$ cat src/rtl/cis_pkg.sv
package cis_pkg;

    typedef enum logic [1:0] {
        PH_HDR  = 2'd0,
        PH_HUNT = 2'd1,
        PH_EMIT = 2'd2,
        PH_PASS = 2'd3
    } scan_phase_e;

    typedef enum logic [1:0] {
        W_SKIP = 2'd0,
        W_LEN  = 2'd1,
        W_BODY = 2'd2,
        W_DONE = 2'd3
    } walk_phase_e;

endpackage

$ cat src/rtl/cis_hdr_walker.sv
module cis_hdr_walker
    import cis_pkg::*;
#(
    parameter int SKIP_BYTES  = 15,
    parameter int N_FIELDS    = 4,
    parameter int FIELD_EXTRA = 2
) (
    input  logic       clk,
    input  logic       rst_n,
    input  logic       clr,
    input  logic       step,
    input  logic [7:0] data,
    output logic       hdr_end
);
    localparam int SKIP_W = $clog2(SKIP_BYTES + 1);
    localparam int FIDX_W = (N_FIELDS > 1) ? $clog2(N_FIELDS) : 1;
    localparam int REM_W  = $clog2(255 + FIELD_EXTRA + 1);

    typedef struct packed {
        walk_phase_e       ph;
        logic [SKIP_W-1:0] skip;
        logic [FIDX_W-1:0] fidx;
        logic [REM_W-1:0]  rem;
    } walk_s;

    walk_s w_d, w_q;
    logic  field_end;
    logic [REM_W-1:0] len_ext;

    always_comb begin
        w_d       = w_q;
        field_end = 1'b0;
        hdr_end   = 1'b0;
        len_ext   = REM_W'(data) + REM_W'(FIELD_EXTRA);
        if (clr) begin
            w_d.ph   = W_SKIP;
            w_d.skip = '0;
            w_d.fidx = '0;
            w_d.rem  = '0;
        end else if (step) begin
            case (w_q.ph)
                W_SKIP: begin
                    if (w_q.skip == SKIP_W'(SKIP_BYTES - 1)) begin
                        w_d.ph = W_LEN;
                    end else begin
                        w_d.skip = w_q.skip + 1'b1;
                    end
                end
                W_LEN: begin
                    if (len_ext == '0) begin
                        field_end = 1'b1;
                    end else begin
                        w_d.rem = len_ext;
                        w_d.ph  = W_BODY;
                    end
                end
                W_BODY: begin
                    if (w_q.rem == REM_W'(1)) begin
                        field_end = 1'b1;
                    end else begin
                        w_d.rem = w_q.rem - 1'b1;
                    end
                end
                default: ;
            endcase
            if (field_end) begin
                if (w_q.fidx == FIDX_W'(N_FIELDS - 1)) begin
                    w_d.ph  = W_DONE;
                    hdr_end = 1'b1;
                end else begin
                    w_d.fidx = w_q.fidx + 1'b1;
                    w_d.ph   = W_LEN;
                end
            end
        end
    end

    always_ff @(posedge clk) begin
        if (!rst_n) begin
            w_q <= '0;
        end else begin
            w_q <= w_d;
        end
    end

endmodule

$ cat src/rtl/cis_sync_hunter.sv
module cis_sync_hunter #(
    parameter int         SYNC_LEN  = 4,
    parameter logic [7:0] SYNC_BYTE = 8'hFF
) (
    input  logic       clk,
    input  logic       rst_n,
    input  logic       clr,
    input  logic       step,
    input  logic [7:0] data,
    output logic       hit
);
    localparam int RUN_W = $clog2(SYNC_LEN + 1);

    typedef struct packed {
        logic [RUN_W-1:0] run;
    } hunt_s;

    hunt_s h_d, h_q;
    logic  is_sync;

    always_comb begin
        h_d     = h_q;
        is_sync = (data == SYNC_BYTE);
        hit     = 1'b0;
        if (clr) begin
            h_d.run = '0;
        end else if (step) begin
            if (!is_sync) begin
                h_d.run = '0;
            end else if (h_q.run == RUN_W'(SYNC_LEN - 1)) begin
                h_d.run = '0;
                hit     = 1'b1;
            end else begin
                h_d.run = h_q.run + 1'b1;
            end
        end
    end

    always_ff @(posedge clk) begin
        if (!rst_n) begin
            h_q <= '0;
        end else begin
            h_q <= h_d;
        end
    end

endmodule

$ cat src/rtl/cis_payload_port.sv
module cis_payload_port #(
    parameter int         SYNC_LEN  = 4,
    parameter logic [7:0] SYNC_BYTE = 8'hFF
) (
    input  logic       clk,
    input  logic       rst_n,
    input  logic       start,
    input  logic       start_last,
    input  logic       pass_en,
    input  logic       in_valid,
    input  logic [7:0] in_data,
    input  logic       in_last,
    input  logic       out_ready,
    output logic       out_valid,
    output logic [7:0] out_data,
    output logic       out_last,
    output logic       pass_ready,
    output logic       replay_done
);
    localparam int CNT_W = (SYNC_LEN > 1) ? $clog2(SYNC_LEN) : 1;

    typedef struct packed {
        logic             act;
        logic             last;
        logic [CNT_W-1:0] cnt;
    } port_s;

    port_s p_d, p_q;
    logic  at_end;

    always_comb begin
        p_d         = p_q;
        at_end      = (p_q.cnt == CNT_W'(SYNC_LEN - 1));
        replay_done = p_q.act & out_ready & at_end;
        if (start) begin
            p_d.act  = 1'b1;
            p_d.last = start_last;
            p_d.cnt  = '0;
        end else if (p_q.act && out_ready) begin
            if (at_end) begin
                p_d.act  = 1'b0;
                p_d.last = 1'b0;
                p_d.cnt  = '0;
            end else begin
                p_d.cnt = p_q.cnt + 1'b1;
            end
        end
    end

    always_ff @(posedge clk) begin
        if (!rst_n) begin
            p_q <= '0;
        end else begin
            p_q <= p_d;
        end
    end

    assign out_valid  = p_q.act | (pass_en & in_valid);
    assign out_data   = p_q.act ? SYNC_BYTE : in_data;
    assign out_last   = p_q.act ? (p_q.last & at_end) : (pass_en & in_last);
    assign pass_ready = pass_en & out_ready;

endmodule

$ cat src/rtl/cfg_image_scanner.sv
module cfg_image_scanner
    import cis_pkg::*;
#(
    parameter int         OFF_W       = 16,
    parameter int         SKIP_BYTES  = 15,
    parameter int         N_FIELDS    = 4,
    parameter int         FIELD_EXTRA = 2,
    parameter int         SYNC_LEN    = 4,
    parameter logic [7:0] SYNC_BYTE   = 8'hFF
) (
    input  logic             clk,
    input  logic             rst_n,
    input  logic             in_valid,
    input  logic [7:0]       in_data,
    input  logic             in_last,
    output logic             in_ready,
    output logic             out_valid,
    output logic [7:0]       out_data,
    output logic             out_last,
    input  logic             out_ready,
    output logic             sync_found,
    output logic [OFF_W-1:0] payload_offset,
    output logic             sync_missing
);
    typedef struct packed {
        scan_phase_e      ph;
        logic [OFF_W-1:0] pos;
        logic [OFF_W-1:0] off;
        logic             found;
        logic             miss;
    } scan_s;

    scan_s       s_d, s_q;
    scan_phase_e cur_ph;
    logic        acc, img_end;
    logic        walk_step, walk_clr, hdr_end;
    logic        hunt_step, hunt_clr, hit;
    logic        pass_en, pass_ready, replay_done;

    assign cur_ph    = s_q.ph;
    assign pass_en   = (s_q.ph == PH_PASS);
    assign in_ready  = (s_q.ph == PH_HDR) | (s_q.ph == PH_HUNT) | pass_ready;
    assign acc       = in_valid & in_ready;
    assign img_end   = acc & in_last;
    assign walk_step = acc & (s_q.ph == PH_HDR);
    assign walk_clr  = (s_q.ph != PH_HDR) | img_end;
    assign hunt_step = acc & (s_q.ph == PH_HUNT);
    assign hunt_clr  = (s_q.ph != PH_HUNT);

    cis_hdr_walker #(
        .SKIP_BYTES (SKIP_BYTES),
        .N_FIELDS   (N_FIELDS),
        .FIELD_EXTRA(FIELD_EXTRA)
    ) u_walker (
        .clk    (clk),
        .rst_n  (rst_n),
        .clr    (walk_clr),
        .step   (walk_step),
        .data   (in_data),
        .hdr_end(hdr_end)
    );

    cis_sync_hunter #(
        .SYNC_LEN (SYNC_LEN),
        .SYNC_BYTE(SYNC_BYTE)
    ) u_hunter (
        .clk  (clk),
        .rst_n(rst_n),
        .clr  (hunt_clr),
        .step (hunt_step),
        .data (in_data),
        .hit  (hit)
    );

    cis_payload_port #(
        .SYNC_LEN (SYNC_LEN),
        .SYNC_BYTE(SYNC_BYTE)
    ) u_port (
        .clk        (clk),
        .rst_n      (rst_n),
        .start      (hit),
        .start_last (in_last),
        .pass_en    (pass_en),
        .in_valid   (in_valid),
        .in_data    (in_data),
        .in_last    (in_last),
        .out_ready  (out_ready),
        .out_valid  (out_valid),
        .out_data   (out_data),
        .out_last   (out_last),
        .pass_ready (pass_ready),
        .replay_done(replay_done)
    );

    always_comb begin
        s_d       = s_q;
        s_d.found = 1'b0;
        s_d.miss  = 1'b0;
        if (acc) begin
            s_d.pos = s_q.pos + 1'b1;
        end
        if (img_end) begin
            s_d.pos = '0;
        end
        case (s_q.ph)
            PH_HDR: begin
                if (img_end) begin
                    s_d.miss = 1'b1;
                end else if (hdr_end) begin
                    s_d.ph = PH_HUNT;
                end
            end
            PH_HUNT: begin
                if (hit) begin
                    s_d.found = 1'b1;
                    s_d.off   = s_q.pos - OFF_W'(SYNC_LEN - 1);
                    s_d.ph    = PH_EMIT;
                end else if (img_end) begin
                    s_d.miss = 1'b1;
                    s_d.ph   = PH_HDR;
                end
            end
            PH_EMIT: begin
                if (replay_done) begin
                    s_d.ph = out_last ? PH_HDR : PH_PASS;
                end
            end
            PH_PASS: begin
                if (img_end) begin
                    s_d.ph = PH_HDR;
                end
            end
            default: s_d.ph = PH_HDR;
        endcase
    end

    always_ff @(posedge clk) begin
        if (!rst_n) begin
            s_q <= '0;
        end else begin
            s_q <= s_d;
        end
    end

    assign sync_found     = s_q.found;
    assign sync_missing   = s_q.miss;
    assign payload_offset = s_q.off;

endmodule


$ cat config.mk
export PLATFORM = sky130hd
export DESIGN_NAME = cfg_image_scanner
export DESIGN_NICKNAME = d
export VERILOG_FILES = /design/src/rtl/cis_pkg.sv /design/src/rtl/cis_hdr_walker.sv /design/src/rtl/cis_sync_hunter.sv /design/src/rtl/cis_payload_port.sv /design/src/rtl/cfg_image_scanner.sv
export SDC_FILE = /design/constraint.sdc
export NUM_CORES = 1
export LEC_CHECK = 0
export ABC_AREA = 1
export ABC_CLOCK_PERIOD_IN_PS = 1800
export CAP_MARGIN = 20
export CORE_ASPECT_RATIO = 0.5
export CORE_MARGIN = 2
export CORE_UTILIZATION = 56
export CTS_BUF_LIST = sky130_fd_sc_hd__clkbuf_4 sky130_fd_sc_hd__clkbuf_8 sky130_fd_sc_hd__clkbuf_16
export CTS_CLUSTER_SIZE = 8
export DETAILED_ROUTE_END_ITERATION = 16
export DONT_BUFFER_PORTS = 1
export PLACE_DENSITY = 0.8
export SLEW_MARGIN = 40
export SYNTH_ARGS = -nofsm -noshare
export SYNTH_HDL_FRONTEND = slang
export SYNTH_HIERARCHICAL = 1
export SYNTH_SLANG_ARGS = --single-unit
$ cat constraint.sdc
create_clock -name clk -period 1.8 [get_ports clk]
set_input_delay 0.27 -clock clk [delete_from_list [all_inputs] [get_ports clk]]
set_output_delay 0.27 -clock clk [all_outputs]
set_load 0.02 [all_outputs]
==> run summary, run 1 <==
Fin Clk Skew -> 5.52 ps
CP top delay family -> simple AND/OR/NAND/NOR gates
Simple-gate area share of the yosys netlist -> 37.1%
Fmax -> 0.527 GHz
Worst-Margin Slew -> 338 ps
Worst-path clk slew -> 50 ps
Grt total ovfl -> 0
Compound-Gate Fraction of Synth Area -> 13.9%
CP Cell Sequence -> inv_2 -> ha_4 -> inv_4 -> nor2_2 -> nand2_1 -> nor2_2 -> nand2_2 -> nor2_4 -> nand2_4 -> nand2_4 -> nand3_2 -> nor2_1 -> o21ai_1 -> nor2_1 -> nand2_1 -> a21oi_2
Die Ht -> 63.0 um
CTS buffer count -> 9
Synth warn -> 6
Net Count, Synth -> 605
Mux contribution to synthesized area -> 0%
Largest net degree at the start of global routing -> 23
Final hold violation count -> 0
Critical path buffers and inverters -> 2
I/O Pins -> 42
Hold Path Class -> in -> reg
Critical path required time -> 2060 ps
Die area -> 7700 um2
Post-synthesis cell count -> 580
Min Tclk post-route -> 1900 ps
Failing checks -> negative setup slack
Post-synth EDFFs -> 0
Unrepaired setup endpoints after global routing -> yes
Worst hold endpoint -> cur_ph[1]$_SDFFE_PN0P_
FF-to-FF Start -> u_walker/w_q[16]$_SDFFE_PP0P_
Ant. Diodes -> 0
# setup viols final -> 7
CTS HTree Levels -> 3
CTS tree -> done
Leak Pwr -> 1.98 nW
Initial Util -> 58.0%
CP endpoint kind -> flip-flop
Setup ws final -> -96.9 ps
CP Class -> reg -> reg
CP arrival -> 2160 ps
Hold path cells -> 2
Synth unique cells -> 40
Setup crit start kind -> flip-flop
Grt peak-use layer -> met2
Drc violations -> 0
Met3 GRT Util -> 8.39%
Largest family of logic cells by synthesized area -> simple AND/OR/NAND/NOR gates
Site row count -> 21
Worst Path Max Fanout -> 3
M1 GR Usage -> 28.4%
FFs w/ async S/R, synth -> 0%
Share of cells above drive strength 1 -> 21.6%
Yosys reg bits -> 60
Worst vdd ir -> 0.000439 V
Nets -> 622
Hold wc startpoint -> rst_n
Mapped Area -> 3900 um2
Worst path max stage delay -> 330 ps
Post-synthesis sequential area ratio -> 30.8%
Slowest stage cell on the critical path -> dfxtp_2
DP HPWL -> 6.50 mm
Clk_lat worst skew -> 330 ps
Average size of a mapped cell -> 6.73 um2
Die width -> 122 um
Max clock buf depth -> 2
Clock sinks -> 60
Initial antenna violation count -> 0
GRT Total Usage -> 24.8%
Vias per Instance -> 5.45
Synth Flop Type -> dfxtp_1
Detailed Routing Iterations Pass 1 -> 5
ANT nets after route -> 0
Status -> complete, but fails checks
R2R cell count -> 16
Root buffer cell -> clkbuf_16
Via count -> 3,783
Adder-Cell Fraction of Synth Area -> 3.85%
GP Congestion -> 0.870
Reg-to-reg setup timing slack -> -100 ps
M2 GR Usage -> 43.1%
Core area -> 6730 um2
Worst hold slack -> 39.3 ps
Final Max Slew Viols -> 0
Port bufs -> 0
CTS Hold Bufs -> 0
Initial DRC count -> 279
Final Cycle Share -> 105%
Rel. slew slack -> 77.2%
Post-synthesis xor/xnor area fraction -> 1.79%
Area grow syn2layout -> 15.9%
Post-Layout Inst Area -> 4530 um2
Reg-to-Reg End -> cur_ph[0]$_SDFFE_PN0P_
PD cells -> 720 nW/um2
Placed cell areas -> 4020 um2
Avg WL per Cell -> 13.5 um
First-pass GRT wire length -> 15.1 mm
Total Routed Length -> 9.34 mm
Max Cap Viol -> 0
Vias in the first global route -> 3,458
## per-stage QoR
stage	setup TNS [ps]	utilization, %	worst slack (ps)	power (W)	std cells
3_3_place_gp	0	59.8	57.5	0.00153	669
4_1_cts	0	64.7	2.23	0.00328	686
5_1_grt	-3190	67.3	-211	0.00337	694
3_5_place_dp	0	59.8	13.0	0.00153	669
6_report	-171	67.3	-96.9	0.00326	694
2_1_floorplan	-21.6	-	-19.1	0.00150	580
## synth_stat cells (2+ instances only)
library cell	count	area share (%)
a21oi_1	35	4.5
a21oi_2	12	2.7
a31oi_1	3	0.48
buf_4	16	3.1
buf_6	2	0.58
clkbuf_1	4	0.38
clkinv_1	2	0.19
dfxtp_1	60	31
ha_1	12	3.8
inv_1	76	7.3
nand2_1	132	13
nand2_2	10	1.6
nand2_4	3	0.87
nand2_8	2	1.0
nand3_1	37	4.7
nand3_2	2	0.51
nand3_4	2	0.90
nand3b_1	3	0.58
nand4_1	15	2.4
nor2_1	64	6.2
nor2_2	4	0.64
nor2_4	7	2.0
nor3_1	7	0.90
nor3_2	2	0.51
o21a_1	3	0.58
o21ai_0	32	4.1
o21ai_1	7	0.90
or2_1	5	0.80
or2_2	4	0.64
xor2_1	7	1.6
## registers in the layout, indices dropped and copies added, names as in the netlist
register        count
u_port/p_q          4
payload_offset     16
u_hunter/h_q        3
sync_found          1
sync_missing        1
cur_ph              2
s_q                16
u_walker/w_q       17
## kinds of logic (layout without fill, tap and decap cells)
| group | count (synthesis) | count (layout) |
|---|---|---|
| xor+xnor | 8 | 8 |
| flops | 60 | 60 |
| simple gates | 300 | 301 |
| fa+ha+maj | 12 | 12 |
| buf+inv | 105 | 126 |
| compound gates | 95 | 95 |
## power breakdown
part	switching, W	internal [W]
clock network	0.000607	0.00113
logic	0.000113	0.0000565
registers	0.00000878	0.00134
## cell usage in the layout (no fill, tap or decap), drive strengths merged
cell type	n
nand3b	3
a21oi	47
clkbuf	12
nor2	75
xnor2	1
ha	12
bufinv	1
clkinv	6
or2	9
o21a	3
nand4	15
nand3	42
o21ai	40
nor3	9
buf	29
inv	78
and3	1
xor2	7
a31oi	3
o211ai	1
dfxtp	60
o21bai	1
nand2	147
## cell type report
cell class	instances	area, um2
tap	92	115
multi-input combinational	416	2320
timing repair buffer	30	272
sequential	60	1210
clock buffer	11	253
fill	545	2200
clock inverter	5	50.0
inverter	80	308
## per-layer routing
layer,wire [um],vias to the layer above
met2,4530,128
met4,247,0
li1,-,1894
met1,3980,1735
met3,579,26
met5,0,-
## worst max path at each step
| stage | from | to | slack (ps) | depth (start not counted) |
|---|---|---|---|---|
| 6_report | u_walker/w_q[16]$_SDFFE_PP0P_ | cur_ph[0]$_SDFFE_PN0P_ | -100 | 16 |
| 5_1_grt | u_walker/w_q[16]$_SDFFE_PP0P_ | cur_ph[0]$_SDFFE_PN0P_ | -210 | 16 |
| 4_1_cts | u_walker/w_q[16]$_SDFFE_PP0P_ | cur_ph[0]$_SDFFE_PN0P_ | 2 | 16 |
| 3_5_place_dp | u_walker/w_q[16]$_SDFFE_PP0P_ | cur_ph[0]$_SDFFE_PN0P_ | 10 | 16 |
| 3_3_place_gp | in_data[1] | cur_ph[0]$_SDFFE_PN0P_ | 60 | 14 |
| 2_1_floorplan | cur_ph[1]$_SDFFE_PN0P_ | payload_offset[5]$_SDFFE_PN0P_ | -20 | 11 |
## worst reg2reg max path, cell delays in order (launching register included)
cell and delay, ps:
dfxtp_2 330, inv_2 70, ha_4 140, inv_4 50, nor2_2 110, nand2_1 80
nor2_2 130, nand2_2 80, nor2_4 150, nand2_4 90, nand2_4 80, nand3_2 80
nor2_1 110, o21ai_1 70, nor2_1 80, nand2_1 80, a21oi_2 110
## what timing repair did
item | 4_1_cts | 5_1_grt
setup endpoints to repair | 1 | 35
resized for setup | 4 | 36
pin swaps | 1 | 16
setup buffers | 1 | 6
cloned | 0 | 2
(Power assumes the default switching activity.)
==> run 2, diff against run 1 <==
ABC_AREA = unset   (was 1)
==> run 2 against run 1 <==
The run still ends with negative setup slack left. Combinational power up 16%. Sequential share of layout area decreased by 1.3 points. Die area down 4.9%. Clock power is 2% higher. Sequential power about the same. First-iteration DRC count up 39%. Final cell count decreased by 17%. Via count fell by 3.1%. Highest routed layer unchanged.
==> run summary, run 2 <==
Detailed Routing Iterations Pass 1 -> 5 (unchanged)
Post-synthesis sequential area ratio -> 32.5% (was 30.8%)
Die width -> 119 um (was 122 um)
Mux contribution to synthesized area -> 1.35% (was 0%)
Clk_lat worst skew -> 330 ps (about the same)
Setup crit start kind -> flip-flop (unchanged)
Synth Flop Type -> dfxtp_1 (unchanged)
Slowest stage cell on the critical path -> nor4_1 (was dfxtp_2)
Initial DRC count -> 388 (was 279)
Hold wc startpoint -> rst_n (unchanged)
CTS tree -> done (unchanged)
Final Max Slew Viols -> 0 (unchanged)
Hold Path Class -> in -> reg (unchanged)
Post-synth top area cell -> dfxtp_1 (unchanged)
Post-synthesis xor/xnor area fraction -> 7.13% (was 1.79%)
DP HPWL -> 6.73 mm (was 6.50 mm)
Average size of a mapped cell -> 8.59 um2 (was 6.73 um2)
CP endpoint kind -> flip-flop (unchanged)
CTS HTree Levels -> 3 (unchanged)
Avg WL per Cell -> 19.6 um (was 13.5 um)
GRT Total Usage -> 27.9% (was 24.8%)
Synth warn -> 6 (unchanged)
FF-to-FF Start -> u_walker/w_q[2]$_SDFFE_PP0P_ (was u_walker/w_q[16]$_SDFFE_PP0P_)
Critical path required time -> 2070 ps (was 2060 ps)
Max Cap Viol -> 0 (unchanged)
Fin Clk Skew -> 5.03 ps (was 5.52 ps)
Ant. Diodes -> 0 (unchanged)
Initial antenna violation count -> 0 (unchanged)
Most frequent cells in the layout -> buf_4 (69), dfxtp_1 (54), nand2_1 (36), a21oi_1 (26), nor2_1 (24) (was nand2_1 (130), inv_1 (70), nor2_1 (56), dfxtp_1 (55), nand3_1 (35))
Share of cells above drive strength 1 -> 32.2% (was 21.6%)
Die Ht -> 61.5 um (was 63.0 um)
Grt total ovfl -> 0 (unchanged)
CP Cell Sequence -> nor4_1 -> and4_1 -> a21oi_4 -> nor4b_2 -> a22oi_1 -> a21oi_1 -> o21a_1 (was inv_2 -> ha_4 -> inv_4 -> nor2_2 -> nand2_1 -> nor2_2 -> nand2_2 -> nor2_4 -> nand2_4 -> nand2_4 -> nand3_2 -> nor2_1 -> o21ai_1 -> nor2_1 -> nand2_1 -> a21oi_2)
Area grow syn2layout -> 28.6% (was 15.9%)
CTS buffer count -> 9 (unchanged)
First-pass GRT wire length -> 15.8 mm (was 15.1 mm)
Worst hold endpoint -> cur_ph[0]$_SDFFE_PN0P_ (was cur_ph[1]$_SDFFE_PN0P_)
Multi-input gate area -> 2410 um2 (was 2320 um2)
Post-synthesis cell count -> 431 (was 580)
CP arrival -> 2250 ps (was 2160 ps)
Synth unique cells -> 67 (was 40)
Worst-path clk slew -> 50 ps (about the same)
CTS Hold Bufs -> 0 (unchanged)
R2R cell count -> 7 (was 16)
Design Power -> 0.00332 W (was 0.00326 W)
CP top delay family -> simple AND/OR/NAND/NOR gates (unchanged)
Total Routed Length -> 11.2 mm (was 9.34 mm)
Worst Path Max Fanout -> 5 (was 3)
Worst vdd ir -> 0.000777 V (was 0.000439 V)
Post-synth EDFFs -> 0 (unchanged)
TNS Setup -> -2800 ps (was -171 ps)
CP Class -> reg -> reg (unchanged)
Leading cell types by count after synthesis -> dfxtp_1 (60), nand2_1 (36), a21oi_1 (27) (was nand2_1 (132), inv_1 (76), nor2_1 (64))
Net Count, Synth -> 456 (was 605)
Initial Util -> 59.4% (was 58.0%)
Max clock buf depth -> 2 (unchanged)
Final hold violation count -> 0 (unchanged)
Critical path buffers and inverters -> 0 (was 2)
FFs w/ async S/R, synth -> 0% (unchanged)
Clock sinks -> 60 (unchanged)
Placed cell areas -> 4090 um2 (was 4020 um2)
Post-Layout Inst Area -> 4760 um2 (was 4530 um2)
Root buffer cell -> clkbuf_16 (unchanged)
Rel. slew slack -> 61.8% (was 77.2%)
Min Tclk post-route -> 1980 ps (was 1900 ps)
I/O Pins -> 42 (unchanged)
Worst-Margin Slew -> 568 ps (was 338 ps)
Largest Register -> u_walker/w_q (unchanged)
Via count -> 3,665 (was 3,783)
Worst path max stage delay -> 470 ps (was 330 ps)
Final Cycle Share -> 110% (was 105%)
Adder-Cell Fraction of Synth Area -> 4.06% (was 3.85%)
GP Congestion -> 0.894 (was 0.870)
Number of flip-flops in the largest register -> 17 (unchanged)
Largest net degree at the start of global routing -> 23 (unchanged)
Pre-CTS WS -> -181 ps (was 13.0 ps)
Die area -> 7310 um2 (was 7700 um2)
Reg-to-reg setup timing slack -> -180 ps (was -100 ps)
Site row count -> 20 (was 21)
# setup viols final -> 31 (was 7)
Most instantiated library cell after synthesis -> dfxtp_1 (was nand2_1)
Leak Pwr -> 1.87 nW (was 1.98 nW)
Area share of the leading cell type in the synthesized netlist -> 32.5% (was 30.8%)
Most common cell after layout, fill and taps aside -> buf_4 (was nand2_1)
Layout fillers -> 393 (was 545)
Compound-Gate Fraction of Synth Area -> 19.2% (was 13.9%)
PD cells -> 697 nW/um2 (was 720 nW/um2)
Largest family of logic cells by synthesized area -> simple AND/OR/NAND/NOR gates (unchanged)
Setup ws final -> -181 ps (was -96.9 ps)
Status -> complete, but fails checks (unchanged)
Hold path cells -> 1 (was 2)
Failing checks -> negative setup slack (unchanged)
Fmax -> 0.505 GHz (was 0.527 GHz)
Simple-gate area share of the yosys netlist -> 28.0% (was 37.1%)
Top cells by area, synth -> dfxtp_1 (32%), ha_1 (4.1%), buf_4 (3.9%), a21oi_1 (3.7%), nand2_1 (3.7%) (was dfxtp_1 (31%), nand2_1 (13%), inv_1 (7.3%), nor2_1 (6.2%), nand3_1 (4.7%))
Nets -> 507 (was 622)
Port bufs -> 0 (unchanged)
FF/Latch Area -> 1210 um2 (about the same)
Mapped Area -> 3700 um2 (was 3900 um2)
Core area -> 6230 um2 (was 6730 um2)
Vias per Instance -> 6.40 (was 5.45)
Yosys reg bits -> 60 (unchanged)
Unrepaired setup endpoints after global routing -> yes (unchanged)
Reg-to-Reg End -> cur_ph[0]$_SDFFE_PN0P_ (unchanged)
ANT nets after route -> 0 (unchanged)
Drc violations -> 0 (unchanged)
Vias in the first global route -> 3,396 (was 3,458)
Worst hold slack -> 64.8 ps (was 39.3 ps)
## run 2: cell types whose count changed in the layout (fill, tap and decap cells not counted), sizes merged, moves of 11 or more
cell,before,now
a21oi,47,29
buf,29,75
inv,78,13
nand2,147,36
nand3,42,16
nor2,75,28
o21ai,40,25
o31ai,0,12
or4,0,11
xnor2,1,14
## run 2: worst register-to-register path, stage by stage (launching register included)
cell     delay (ps)
dfxtp_1         330
nor4_1          470
and4_1          350
a21oi_4          70
nor4b_2         310
a22oi_1         150
a21oi_1         140
o21a_1          120
## run 2: cell families (layout without fill, tap and decap cells)
| kind of cell | after synthesis | after routing |
|---|---|---|
| flip-flops | 60 | 60 |
| buffers and inverters | 52 | 106 |
| XOR/XNOR | 28 | 28 |
| adder cells (fa/ha/maj) | 12 | 12 |
| multiplexers | 5 | 5 |
| AND/OR/NAND/NOR | 172 | 172 |
| AO/OA/AOI/OAI | 102 | 102 |
## run 2: cell type report
cell class / count / area share, %
Tap cell: 88 / 2.31
Inverter: 14 / 1.10
Sequential cell: 60 / 25.4
Multi-Input combinational cell: 319 / 50.5
Timing Repair Buffer: 78 / 14.1
Clock inverter: 1 / 0.631
Clock buffer: 13 / 5.89
## run 2: worst max-delay path by stage
stage	endpoint	startpoint	depth (start not counted)	slack, ps
global route	cur_ph[0]$_SDFFE_PN0P_	u_walker/w_q[16]$_SDFFE_PP0P_	10	-250
floorplan	u_walker/w_q[15]$_SDFFE_PP0P_	in_data[1]	7	0.7
finish	cur_ph[0]$_SDFFE_PN0P_	u_walker/w_q[2]$_SDFFE_PP0P_	7	-180
global placement	cur_ph[0]$_SDFFE_PN0P_	in_data[1]	9	-100
detailed placement	cur_ph[0]$_SDFFE_PN0P_	in_data[1]	9	-180
CTS	cur_ph[0]$_SDFFE_PN0P_	u_walker/w_q[16]$_SDFFE_PP0P_	10	-110
## run 2: routing by layer
| layer | routed length [um] | vias up | GRT usage (%) |
|---|---|---|---|
| li1 | - | 1660 | - |
| met1 | 4540 | 1789 | 29.6 |
| met2 | 5640 | 173 | 52.3 |
| met3 | 632 | 43 | 7.87 |
| met4 | 418 | 0 | 16.7 |
| met5 | 0 | - | 0 |
## run 2: metrics by stage
step | utilization, % | cells
floorplan | - | 431
global placement | 65.6 | 542
detailed placement | 65.6 | 542
CTS | 72.7 | 561
global route | 76.4 | 573
finish | 76.4 | 573
## run 2: what timing repair did
action,in CTS,in global routing
endpoints found under the setup margin,36,40
buffers inserted,5,9
gates cloned,0,3
pin swaps,15,17
gates resized for setup,19,22
## run 2: power by group
part	leakage, nW	switching [W]	total, W	internal, W
combinational	1.23	0.000116	0.000196	0.0000793
sequential	0.487	0.00000802	0.00135	0.00134
clock	0.154	0.000572	0.00178	0.00120
total	1.87	0.000696	0.00332	0.00262
==> run 3, diff against run 2 <==
CORE_UTILIZATION = 58   (was 56)
PLACE_DENSITY = 0.82   (was 0.8)
SYNTH_HIERARCHICAL = unset   (was 1)
TNS_END_PERCENT = 50   (was unset)
==> run 3 against run 2 <==
The flow still finishes with violations (negative setup slack). Largest power group unchanged. Critical path type unchanged. Total power increased by 0.43%. Largest cell class unchanged. Count of clock-buffer cells in the layout unchanged. Final cell count decreased by 0.17%. Combinational power decreased by 8%. Non-clock buffer count decreased by 7.
==> run summary, run 3 <==
Status -> complete, but fails checks (unchanged)
Failing checks -> negative setup slack (unchanged)
Worst Path Max Fanout -> 4 (was 5)
GRT Total Usage -> 27.2% (was 27.9%)
Net Count, Synth -> 474 (was 456)
Post-synthesis cell count -> 449 (was 431)
CTS tree -> done (unchanged)
Setup ws final -> -226 ps (was -181 ps)
Area share of the leading cell type in the synthesized netlist -> 33.6% (was 32.5%)
Post-synth EDFFs -> 0 (unchanged)
GP Congestion -> 0.916 (was 0.894)
Final hold violation count -> 0 (unchanged)
CTS buffer count -> 9 (unchanged)
Max Cap Viol -> 0 (unchanged)
CTS HTree Levels -> 3 (unchanged)
# setup viols final -> 27 (was 31)
FF-to-FF Start -> u_walker.w_q[16]$_SDFFE_PP0P_ (was u_walker/w_q[2]$_SDFFE_PP0P_)
Clock power frac -> 54.1% (was 53.5%)
Rel. slew slack -> 65.8% (was 61.8%)
Final Cycle Share -> 113% (was 110%)
Unrepaired setup endpoints after global routing -> yes (unchanged)
Post-synthesis sequential area ratio -> 33.6% (was 32.5%)
Top cells by area, synth -> dfxtp_1 (34%), nand2_1 (6.1%), nor2_1 (5.5%), xnor2_1 (4.7%), ha_1 (4.2%) (was dfxtp_1 (32%), ha_1 (4.1%), buf_4 (3.9%), a21oi_1 (3.7%), nand2_1 (3.7%))
Clock sinks -> 60 (unchanged)
Critical path required time -> 2040 ps (was 2070 ps)
Die area -> 6840 um2 (was 7310 um2)
Via count -> 3,574 (was 3,665)
Root buffer cell -> clkbuf_16 (unchanged)
Synth unique cells -> 64 (was 67)
Leak Pwr -> 1.83 nW (was 1.87 nW)
Initial Util -> 59.5% (was 59.4%)
CP Class -> reg -> reg (unchanged)
Avg WL per Cell -> 18.6 um (was 19.6 um)
Detailed Routing Iterations Pass 1 -> 5 (unchanged)
Port bufs -> 0 (unchanged)
Die width -> 115 um (was 119 um)
Worst hold slack -> 52.7 ps (was 64.8 ps)
Max clock buf depth -> 2 (unchanged)
Core area -> 6010 um2 (was 6230 um2)
Vias in the first global route -> 3,157 (was 3,396)
Fmax -> 0.494 GHz (was 0.505 GHz)
Min Tclk post-route -> 2030 ps (was 1980 ps)
Synth warn -> 0 (was 6)
TNS Setup -> -2240 ps (was -2800 ps)
Leading cell types by count after synthesis -> dfxtp_1 (60), nand2_1 (58), nor2_1 (52) (was dfxtp_1 (60), nand2_1 (36), a21oi_1 (27))
FFs w/ async S/R, synth -> 0% (unchanged)
Initial antenna violation count -> 0 (unchanged)
Hold Path Class -> in -> reg (unchanged)
Site row count -> 20 (unchanged)
Die Ht -> 59.5 um (was 61.5 um)
Most common cell after layout, fill and taps aside -> buf_4 (unchanged)
Number of flip-flops in the largest register -> 17 (unchanged)
P_sw -> 0.000744 W (was 0.000696 W)
Yosys reg bits -> 60 (unchanged)
Vias per Instance -> 6.25 (was 6.40)
Worst-path clk slew -> 60 ps (was 50 ps)
Sw Share -> 22.3% (was 21.0%)
Setup crit start kind -> flip-flop (unchanged)
Clk_lat worst skew -> 340 ps (was 330 ps)
Final Max Slew Viols -> 0 (unchanged)
Worst vdd ir -> 0.000446 V (was 0.000777 V)
Most frequent cells in the layout -> buf_4 (62), dfxtp_1 (52), nand2_1 (48), nor2_1 (46), nand3_1 (28) (was buf_4 (69), dfxtp_1 (54), nand2_1 (36), a21oi_1 (26), nor2_1 (24))
CP endpoint kind -> flip-flop (unchanged)
Hold wc startpoint -> rst_n (unchanged)
Total Routed Length -> 10.6 mm (was 11.2 mm)
Post-synth top area cell -> dfxtp_1 (unchanged)
Comb power frac -> 5.4% (was 5.9%)
Largest Register -> u_walker.w_q (was u_walker/w_q)
Layout fillers -> 339 (was 393)
Crit. Startpoint -> u_walker.w_q[16]$_SDFFE_PP0P_ (was u_walker/w_q[2]$_SDFFE_PP0P_)
Synth Flop Type -> dfxtp_1 (unchanged)
Mapped Area -> 3570 um2 (was 3700 um2)
Power share of the sequential group -> 40.4% (was 40.6%)
Ant. Diodes -> 0 (unchanged)
CTS Hold Bufs -> 0 (unchanged)
First-pass GRT wire length -> 14.5 mm (was 15.8 mm)
I/O Pins -> 42 (unchanged)
Area grow syn2layout -> 27.4% (was 28.6%)
PD cells -> 732 nW/um2 (was 697 nW/um2)
Worst-Margin Slew -> 510 ps (was 568 ps)
Average size of a mapped cell -> 7.95 um2 (was 8.59 um2)
Largest net degree at the start of global routing -> 26 (was 23)
ANT nets after route -> 0 (unchanged)
Internal -> 0.00259 W (was 0.00262 W)
Initial DRC count -> 363 (was 388)
Fin Clk Skew -> 7.62 ps (was 5.03 ps)
Share of cells above drive strength 1 -> 31.9% (was 32.2%)
CP arrival -> 2260 ps (was 2250 ps)
Grt total ovfl -> 0 (unchanged)
Nets -> 515 (was 507)
Most instantiated library cell after synthesis -> dfxtp_1 (unchanged)
DP HPWL -> 5.83 mm (was 6.73 mm)
Drc violations -> 0 (unchanged)
[run 3: cell count changes after synthesis, moves of 8 or more]
cell / change
nor2_1: +26
nand2_1: +22
a21oi_1: -16
nand3_1: +14
a21boi_0: +11
o21ai_0: -11
or4_1: -9
o31ai_1: -8
[run 3: metrics by stage]
step	power (W)	area (um2)	setup WS, ps	cells	util [%]
finish	0.00333	4550	-226	572	75.8
CTS	0.00331	4310	-122	566	71.7
floorplan	0.00149	3590	-83.6	449	-
global route	0.00340	4550	-404	572	75.8
global placement	0.00153	3890	-159	544	64.8
detailed placement	0.00154	3890	-224	544	64.8
[run 3: cell families after synthesis]
logic type | share of synthesized area, %
simple gates | 29.0
compound gates | 15.2
flops | 33.6
buf+inv | 8.55
xor+xnor | 8.83
fa+ha+maj | 4.20
mux | 0.561
[run 3: routing by layer]
layer / vias to the layer above / global-route usage (%) / part of all wire, %
li1: 1622 / - / -
met1: 1708 / 31.4 / 40
met2: 191 / 47.6 / 50
met3: 53 / 8.28 / 6.6
met4: 0 / 11.7 / 4.0
met5: - / 0 / 0
[run 3: layout make-up]
type,count,area [um2],area share (%)
repair buffers,71,616,13.5
clock buffers,13,268,5.89
multi-input cells,335,2260,49.8
well taps,77,96.3,2.12
flip-flops and latches,60,1210,26.6
clock inverters,3,45.0,0.990
inverters,13,48.8,1.07
[run 3: critical path: stages, from the launching register on]
cell       delay [ps]
dfxtp_2           330
inv_2              80
ha_4              120
or4bb_1           410
nor3_2            140
o2111a_2          300
buf_6             140
o2111ai_2         120
a221oi_2          270
[run 3: path summary, 6_finish.rpt]
path	end	slack (ps)	cells past startpoint
setup / recovery	cur_ph[0]$_SDFFE_PN0P_	-230	8
hold / removal	cur_ph[1]$_SDFFE_PN0P_	50	1
setup reg to reg	cur_ph[0]$_SDFFE_PN0P_	-230	8
hold reg to reg	u_walker.w_q[8]$_SDFFE_PP0P_	470	2
[run 3: timing repair]
action                                  4_1_cts  5_1_grt
gates cloned                                  1        3
pin swaps                                     5       19
endpoints found under the setup margin       22       53
setup buffers                                 5        3
resized for setup                            18       49
[run 3: power by group through the flow]
stage	clock [W]	sequential (W)	combinational (W)
3_5_place_dp	0	0.00137	0.000162
2_1_floorplan	0	0.00137	0.000117
3_3_place_gp	0	0.00137	0.000158
5_1_grt	0.00186	0.00135	0.000193
4_1_cts	0.00180	0.00135	0.000166
6_report	0.00180	0.00135	0.000181
